### src/rtl/lcdt_pkg.sv
package lcdt_pkg;

    parameter int CW = 10;
    parameter int MW = 6;
    localparam int SW = CW + 2;

    typedef struct packed {
        logic          tft;
        logic [CW-1:0] ht;
        logic [CW-1:0] vt;
        logic [CW-1:0] hdp;
        logic [CW-1:0] vdp;
        logic [CW-1:0] hdps;
        logic [CW-1:0] vdps;
        logic [MW-1:0] rate;
    } lcdt_cfg_t;

    // first active pixel; zero in STN mode
    function automatic logic [SW-1:0] h_start(input lcdt_cfg_t c);
        return c.tft ? SW'(c.hdps) + SW'(1) : '0;
    endfunction

    // first active line; zero in STN mode
    function automatic logic [SW-1:0] v_start(input lcdt_cfg_t c);
        return c.tft ? SW'(c.vdps) : '0;
    endfunction

    // rule check written in "count" form: total-1 <= active-1 + start
    function automatic logic cfg_bad(input lcdt_cfg_t c);
        logic hb, vb;
        hb = SW'(c.ht) <= SW'(c.hdp) + h_start(c);
        vb = SW'(c.vt) <= SW'(c.vdp) + v_start(c);
        return hb | vb;
    endfunction

endpackage

### src/rtl/lcdt_cfg_shadow.sv
module lcdt_cfg_shadow
    import lcdt_pkg::*;
(
    input  logic      clk,
    input  logic      rst,
    input  logic      frame_end,
    input  lcdt_cfg_t cfg_in,
    output lcdt_cfg_t cfg_q,
    output logic      cfg_err
);

    always_ff @(posedge clk) begin
        if (rst) begin
            cfg_q   <= cfg_in;
            cfg_err <= 1'b0;
        end else begin
            cfg_err <= cfg_bad(cfg_in);
            if (frame_end) cfg_q <= cfg_in;
        end
    end

    // shadow settings move only at a frame boundary
    p_hold_mid_frame_r9: assert property (@(posedge clk) disable iff (rst)
        !frame_end |=> $stable(cfg_q));

endmodule

### src/rtl/lcdt_raster.sv
module lcdt_raster
    import lcdt_pkg::*;
(
    input  logic          clk,
    input  logic          rst,
    input  lcdt_cfg_t     cfg,
    output logic [CW-1:0] pix,
    output logic [CW-1:0] line,
    output logic          frame_end,
    output logic          line_pulse,
    output logic          frame_pulse,
    output logic          disp_en
);

    logic          line_end;
    logic [SW-1:0] hs, he, vs, ve;

    assign line_end  = (pix == cfg.ht);
    assign frame_end = line_end && (line == cfg.vt);

    always_ff @(posedge clk) begin
        if (rst) begin
            pix  <= '0;
            line <= '0;
        end else if (line_end) begin
            pix  <= '0;
            line <= (line == cfg.vt) ? '0 : line + 1'b1;
        end else begin
            pix <= pix + 1'b1;
        end
    end

    always_comb begin
        hs = h_start(cfg);
        vs = v_start(cfg);
        he = hs + SW'(cfg.hdp) + SW'(1);
        ve = vs + SW'(cfg.vdp) + SW'(1);
    end

    assign line_pulse  = (pix == '0);
    assign frame_pulse = (line == '0);
    assign disp_en     = (SW'(pix) >= hs) && (SW'(pix) < he) &&
                         (SW'(line) >= vs) && (SW'(line) < ve);

    // counter steps by one until the programmed end, then wraps
    p_pix_step_r2: assert property (@(posedge clk) disable iff (rst)
        !line_end |=> (pix == $past(pix) + 1'b1));
    p_pix_wrap_r2: assert property (@(posedge clk) disable iff (rst)
        line_end |=> (pix == '0));
    // a pulse never lasts two clocks on a line longer than one pixel
    p_single_pulse_r3: assert property (@(posedge clk) disable iff (rst)
        (line_pulse && cfg.ht != '0) |=> !line_pulse);
    // frame pulse holds for the whole of line 0
    p_frame_hold_r4: assert property (@(posedge clk) disable iff (rst)
        (frame_pulse && !line_end) |=> frame_pulse);

endmodule

### src/rtl/lcdt_mod_gen.sv
module lcdt_mod_gen
    import lcdt_pkg::*;
(
    input  logic          clk,
    input  logic          rst,
    input  logic          line_pulse,
    input  logic          frame_pulse,
    input  logic [MW-1:0] rate,
    output logic          mod_out
);

    logic [MW-1:0] lcnt;
    logic [MW:0]   lnext;
    logic          flip;

    assign lnext = {1'b0, lcnt} + 1'b1;

    always_comb begin
        if (rate == '0) flip = line_pulse && frame_pulse;
        else            flip = line_pulse && (lnext >= {1'b0, rate});
    end

    always_ff @(posedge clk) begin
        if (rst) begin
            mod_out <= 1'b0;
            lcnt    <= '0;
        end else begin
            if (flip) mod_out <= ~mod_out;
            if (line_pulse && rate != '0)
                lcnt <= flip ? '0 : lnext[MW-1:0];
        end
    end

    // polarity only moves after a line pulse
    p_mod_quiet_r8: assert property (@(posedge clk) disable iff (rst)
        !line_pulse |=> $stable(mod_out));

endmodule

### src/rtl/lcd_raster_timing.sv
module lcd_raster_timing
    import lcdt_pkg::*;
(
    input  logic          clk,
    input  logic          rst,
    input  logic          tft_mode,
    input  logic [9:0]    ht_cnt,
    input  logic [9:0]    vt_cnt,
    input  logic [9:0]    hdp_cnt,
    input  logic [9:0]    vdp_cnt,
    input  logic [9:0]    hdps_cnt,
    input  logic [9:0]    vdps_cnt,
    input  logic [5:0]    mod_rate,
    output logic          line_pulse,
    output logic          frame_pulse,
    output logic          disp_en,
    output logic          mod_out,
    output logic [9:0]    pix_cnt,
    output logic [9:0]    line_cnt,
    output logic          cfg_err
);

    lcdt_cfg_t cfg_live, cfg_sh;
    logic      frame_end;

    assign cfg_live = '{tft: tft_mode, ht: ht_cnt, vt: vt_cnt, hdp: hdp_cnt,
                        vdp: vdp_cnt, hdps: hdps_cnt, vdps: vdps_cnt,
                        rate: mod_rate};

    lcdt_cfg_shadow u_shadow (
        .clk       (clk),
        .rst       (rst),
        .frame_end (frame_end),
        .cfg_in    (cfg_live),
        .cfg_q     (cfg_sh),
        .cfg_err   (cfg_err)
    );

    lcdt_raster u_raster (
        .clk         (clk),
        .rst         (rst),
        .cfg         (cfg_sh),
        .pix         (pix_cnt),
        .line        (line_cnt),
        .frame_end   (frame_end),
        .line_pulse  (line_pulse),
        .frame_pulse (frame_pulse),
        .disp_en     (disp_en)
    );

    lcdt_mod_gen u_mod (
        .clk         (clk),
        .rst         (rst),
        .line_pulse  (line_pulse),
        .frame_pulse (frame_pulse),
        .rate        (cfg_sh.rate),
        .mod_out     (mod_out)
    );

    // reset clears the position and the polarity
    p_reset_state_r1: assert property (@(posedge clk)
        rst |=> (pix_cnt == '0 && line_cnt == '0 && !mod_out));

endmodule

### config.mk
export PLATFORM = sky130hd
export DESIGN_NAME = lcd_raster_timing
export DESIGN_NICKNAME = d
export VERILOG_FILES = /design/src/rtl/lcdt_pkg.sv /design/src/rtl/lcdt_cfg_shadow.sv /design/src/rtl/lcdt_raster.sv /design/src/rtl/lcdt_mod_gen.sv /design/src/rtl/lcd_raster_timing.sv
export SDC_FILE = /design/constraint.sdc
export NUM_CORES = 1
export LEC_CHECK = 0
export BUFFER_PORTS_ARGS = -buffer_cell sky130_fd_sc_hd__buf_2
export CAP_MARGIN = 40
export CORE_ASPECT_RATIO = 0.7
export CORE_MARGIN = 3
export CORE_UTILIZATION = 45
export DETAILED_ROUTE_END_ITERATION = 12
export GPL_TIMING_DRIVEN = 0
export SLEW_MARGIN = 0
export SYNTH_ARGS = -nofsm -noshare
export SYNTH_HDL_FRONTEND = slang
export SYNTH_HIERARCHICAL = 1
export SYNTH_SLANG_ARGS = --single-unit
### constraint.sdc
create_clock -name clk -period 8.1 [get_ports clk]
set_input_delay 1.62 -clock clk [delete_from_list [all_inputs] [get_ports clk]]
set_output_delay 1.62 -clock clk [all_outputs]
set_load 0.05 [all_outputs]
# == Word level (Yosys, flattened, before mapping) ==
# Cells that the tools add are included.
# word_totals
inputBits,69
word_cells,57
output_inout_bits,25
register_bits,95
# op_classes
mux,9
n_bitwise,2
add_sub_neg,11
n_reduce_logical,13
magnitude_cmp,7
eq_ne,2
# op_table
op,n
$mux W67,2
$mux W10,3
$add A10 B12 Y12,2
$add A12 B1 Y12 const B,2
$add A12 B10 Y12,2
$ge A10 B12 Y1,2
$le A10 B12 Y1,2
$lt A10 B12 Y1,2
$mux W12,2
$add A10 B1 Y11 const B,2
$add A10 B1 Y10 const B,2
$eq A10 B10 Y1,2
$logic_not A10 Y1,2
$add A6 B1 Y7 const B,1
$ge A7 B6 Y1,1
$logic_and A1 B1 Y1,7
$logic_not A6 Y1,1
$mux W6,1
$reduce_bool A6 Y1,1
$reduce_bool A2 Y1,1
$reduce_or A2 Y1,1
$mux W1,1
$not A1 Y1,1
$or A1 B1 Y1,1

# == Longest topological paths before layout ==
# depth
depth_word,8
depth_mapped,18
mapped_depth_nobuf,18

# == Modules after synthesis ==
# The synthesis kept the hierarchy.
# modules_own_cells
mod,cells_per_inst,area_per_inst_um2,instances,seq_area_each_um2
lcdt_cfg_shadow,266,3543.4,1,2031.9
lcdt_raster,385,3051.7,1,400.4
lcdt_mod_gen,76,591.8,1,140.1

# == Worst setup path after synthesis ==
# OpenSTA, ideal clock, no wires.
# synth_timing
kind,reg-to-output
startpoint,register u_shadow/cfg_q[66] (netlist name)
endpoint,output disp_en
stages_incl_launch_ff,18
arrival_ns,4.354
setup_slack_ns,2.126
required_time_ns,6.480
cell_sequence,edfxtp_1 > clkbuf_1 > buf_1 > nand2_1 > fa_1 > nand2b_1 > a21oi_1 > o311ai_1 > nand2b_1 > a21oi_1 > xor2_1 > ha_1 > o21a_1 > o21ai_0 > nor3_1 > a21oi_1 > nor2_1 > a311oi_1
# synth_via
elab_chain_cells,7
word_cells_on_any_way,13
cone_classes,4 x add/sub; 4 x order compare; 2 x mux; 3 x reduce/logical
# synth_lines
item,line,rtl
start: declaration,lcdt_cfg_shadow.sv:8,"output lcdt_cfg_t cfg_q,"
start signal: assignment,lcdt_cfg_shadow.sv:14,cfg_q <= cfg_in;
start signal: assignment,lcdt_cfg_shadow.sv:18,if (frame_end) cfg_q <= cfg_in;
$mux W12,lcdt_pkg.sv:20,return c.tft ? SW'(c.hdps) + SW'(1) : '0;
$add A12 B10 Y12,lcdt_raster.sv:36,he = hs + SW'(cfg.hdp) + SW'(1);
$add A12 B1 Y12,lcdt_raster.sv:36,
$lt A10 B12 Y1,lcdt_raster.sv:42,assign disp_en = (SW'(pix) >= hs) && (SW'(pix) < he) &&
$logic_and A1 B1 Y1 (2 in series),lcdt_raster.sv:42,
$logic_and A1 B1 Y1 (*),lcdt_raster.sv:43,(SW'(line) >= vs) && (SW'(line) < ve);
end: declaration,lcd_raster_timing.sv:16,"output logic disp_en,"
# Every way passes the cells marked *; elsewhere a longest branch is shown, timed or not.

# == Final worst setup path ==
# Same ends and word-level chain as after synthesis.

==> results.sh <==
export IMPL_synth_edf_count=67
export IMPL_fin_total_pwr_mw=1.34
export IMPL_clockBufferDepth=2
export IMPL_final_cell_area_mm2=0.00821
export IMPL_synthAdderAreaFrac=0.204
export IMPL_worstPathCellList="clkbuf_1 -> buf_1 -> nand2_1 -> fa_1 -> nand2b_1 -> a21oi_1 -> o311ai_1 -> nand2b_1 -> a21oi_1 -> xor2_1 -> ha_1 -> o21a_1 -> o21ai_0 -> nor3_1 -> a21oi_1 -> nor2_1 -> a311oi_1 -> buf_2"
export IMPL_path_class="reg2out"
export IMPL_fmax_ghz=0.159
export IMPL_drt_iter0_markers=379
export IMPL_drt_total_wl_um=18000
export IMPL_nets=1017
export IMPL_clock_latency_ps=360
export IMPL_core_mm2=0.0151
export IMPL_num_antenna_cells=0
export IMPL_layout_setup_ws_ps=1820
export IMPL_cpMostUsedCell="a21oi_1"
export IMPL_cp_arrival_ps=4660
export IMPL_max_stage_delay_ps=480
export IMPL_cts_sinks=95
export IMPL_port_buffers=93
export IMPL_areaGrowthSynthToFinish_pct=14.2
export IMPL_status="complete, no violations"
export IMPL_overflow=0
export IMPL_critPathTopFamily="compound AO/OA/AOI/OAI gates"
export IMPL_ir_drop_uv=91.9
export IMPL_syn_area_mm2=0.00719
export IMPL_tightest_slew_ps=564
export IMPL_drive_above_1_share=0.160
export IMPL_clk_pin_slew_worst_paths_ps=70
export IMPL_synth_distinct_cells=63
export IMPL_hpwlAfterDp_um=14600
export IMPL_die_x_um=157
export IMPL_root_buffer="clkbuf_16"
export IMPL_cts_resized=0
export IMPL_num_vias=5629
export IMPL_synth_flop_cell="edfxtp_1"
export IMPL_final_min_clock_period_ps=6280
export IMPL_finalNonFillerCells=1033
export IMPL_yosysSeqAreaShare=0.358
export IMPL_syn_nets=911
export IMPL_yosys_area_share_simple=0.180
export IMPL_ys_ff_latch=95
export IMPL_cts_max_level=3
export IMPL_cellPowerDensity_mw_per_mm2=164
export IMPL_hold_buffers=0
export IMPL_synth_compound_area_frac=0.124
export IMPL_cts_tree="done"
export IMPL_fin_setup_tns_ps=0
export IMPL_internal_power_mw=0.923
export IMPL_grt_max_degree=62
export IMPL_grt_usage=0.209
export IMPL_cp_required_ps=6480
export IMPL_most_common_layout_cells="ha_1, buf_2, edfxtp_1"
export IMPL_wl_per_cell_um=17.5
export IMPL_antenna_found_initial=0
export IMPL_syn_inst=727
export IMPL_switching_share=0.314
export IMPL_synthArstFlopShare=0
export IMPL_fin_skew_ps=11.5
export IMPL_period_share=0.775
export IMPL_place_gp_congestion=0.874
export IMPL_setup_viol=0
export IMPL_hp_class="reg2reg"
export IMPL_p_switching_mw=0.422
export IMPL_io_pins=94
export IMPL_maxSlewHeadroom=0.620
export IMPL_sequentialPowerShare=0.429
export IMPL_post_cts_repair_setup_buffers=0
export IMPL_placed_area_mm2=0.00794
export IMPL_rsz0062_at_grt="no"
export IMPL_synth_area_mux_share=0.00139
export IMPL_maxCapViolations=0
export IMPL_drtPass1Iterations=5
export IMPL_synth_xor_area_share=0.0985
export IMPL_dpl_cell_count=1017
export IMPL_die_area_mm2=0.0175
export IMPL_grt_pass1_vias=5501
export IMPL_power_leakage_nw=3.74
export IMPL_cts_buffers_inserted=9
export IMPL_power_frac_clock=0.294
export IMPL_vias_per_cell=5.45
export IMPL_cp_max_fo=10
export IMPL_die_h_um=112
export IMPL_finalHoldViolCount=0
export IMPL_hold_slack_ps=510
export IMPL_syn_avg_cell_area_um2=9.89
export IMPL_critPathSlowestCell="fa_1"
export IMPL_ys_warn_count=6
export IMPL_final_antenna_net_count=0
export IMPL_post_route_util=0.542
export IMPL_rows=37
export IMPL_slew_violations=0
export IMPL_pwr_share_comb=0.277
export IMPL_mostFrequentLayoutCell="ha_1"
export IMPL_startpoint_type="register"
export IMPL_cp_num_buf_inv=3
export IMPL_grt_pass1_wl_um=28800
export IMPL_end_kind="primary output"
export IMPL_synth_top_family_by_area="adder cells"
export IMPL_dp_slack_ps=2240
export IMPL_start_util=0.475
export IMPL_route_detailed_drc=0
-- registers in the layout (all words and copies together) (netlist names) --
signal,flops
u_shadow/cfg_q,67
u_mod/mod_out,1
u_mod/lcnt,6
u_raster/line,10
u_raster/pix,10
u_shadow/cfg_err,1
-- worst register-to-register path, stage by stage (launching register included) --
cell      delay (ps)
dfxtp_1          400
ha_1             280
nand3_1          160
nand2b_1         200
nand2_1           80
ha_1             240
a21oi_1          130
o221ai_1         170
a211oi_1         430
nand2_1          180
o21ai_0          170
-- routing by layer --
| layer | track usage | part of all wire | vias up |
|---|---|---|---|
| met2 | 0.284 | 0.40 | 150 |
| met4 | 0.0607 | 0.015 | 0 |
| met3 | 0.0493 | 0.054 | 22 |
| met5 | 0 | 0 | - |
| li1 | - | - | 2857 |
| met1 | 0.326 | 0.53 | 2600 |
-- final timing paths --
kind | startpoint | endpoint | slack, ps | cells past startpoint
setup reg to reg | u_mod/lcnt[0] | u_mod/lcnt[2] | 5570 | 10
setup / recovery | u_shadow/cfg_q[66] | disp_en | 1820 | 18
hold / removal | u_mod/lcnt[5] | u_mod/lcnt[5] | 510 | 2
hold reg to reg | u_mod/lcnt[5] | u_mod/lcnt[5] | 510 | 2
-- cells in the mapped netlist, types with 13 or more instances --
master | count | area share
a21o_1 | 13 | 0.014
a21oi_1 | 40 | 0.028
and2_1 | 18 | 0.016
dfxtp_1 | 28 | 0.078
edfxtp_1 | 67 | 0.28
ha_1 | 111 | 0.19
inv_1 | 47 | 0.025
nand2_1 | 42 | 0.022
nand2b_1 | 25 | 0.022
nand3_1 | 24 | 0.017
nand4_1 | 15 | 0.013
nor2_1 | 45 | 0.024
nor3_1 | 18 | 0.013
o21ai_0 | 31 | 0.022
xnor2_1 | 40 | 0.049
xor2_1 | 39 | 0.048
-- area by class of cell --
cell class	instances	area (um2)
well taps	195	244
fillers	1340	6930
clock buffers	9	225
repair buffers	95	503
flip-flops and latches	95	2570
clock inverters	7	45.0
multi-input cells	574	4380
inverters	49	184
plain buffers	9	55.1
-- power by group through the flow --
stage | Clock [mW] | Sequential, mW | Combinational, mW
after floorplan | 0 | 0.588 | 0.258
after global placement | 0 | 0.587 | 0.347
after detailed placement | 0 | 0.588 | 0.367
after CTS | 0.410 | 0.577 | 0.370
after global routing | 0.426 | 0.580 | 0.421
final | 0.395 | 0.577 | 0.373
-- cell families after synthesis --
| group | after synthesis |
|---|---|
| adder cells (fa/ha/maj) | 115 |
| AO/OA/AOI/OAI | 137 |
| multiplexers | 1 |
| AND/OR/NAND/NOR | 241 |
| XOR/XNOR | 80 |
| buffers and inverters | 58 |
| flip-flops | 95 |
(Power assumes the default switching activity.)
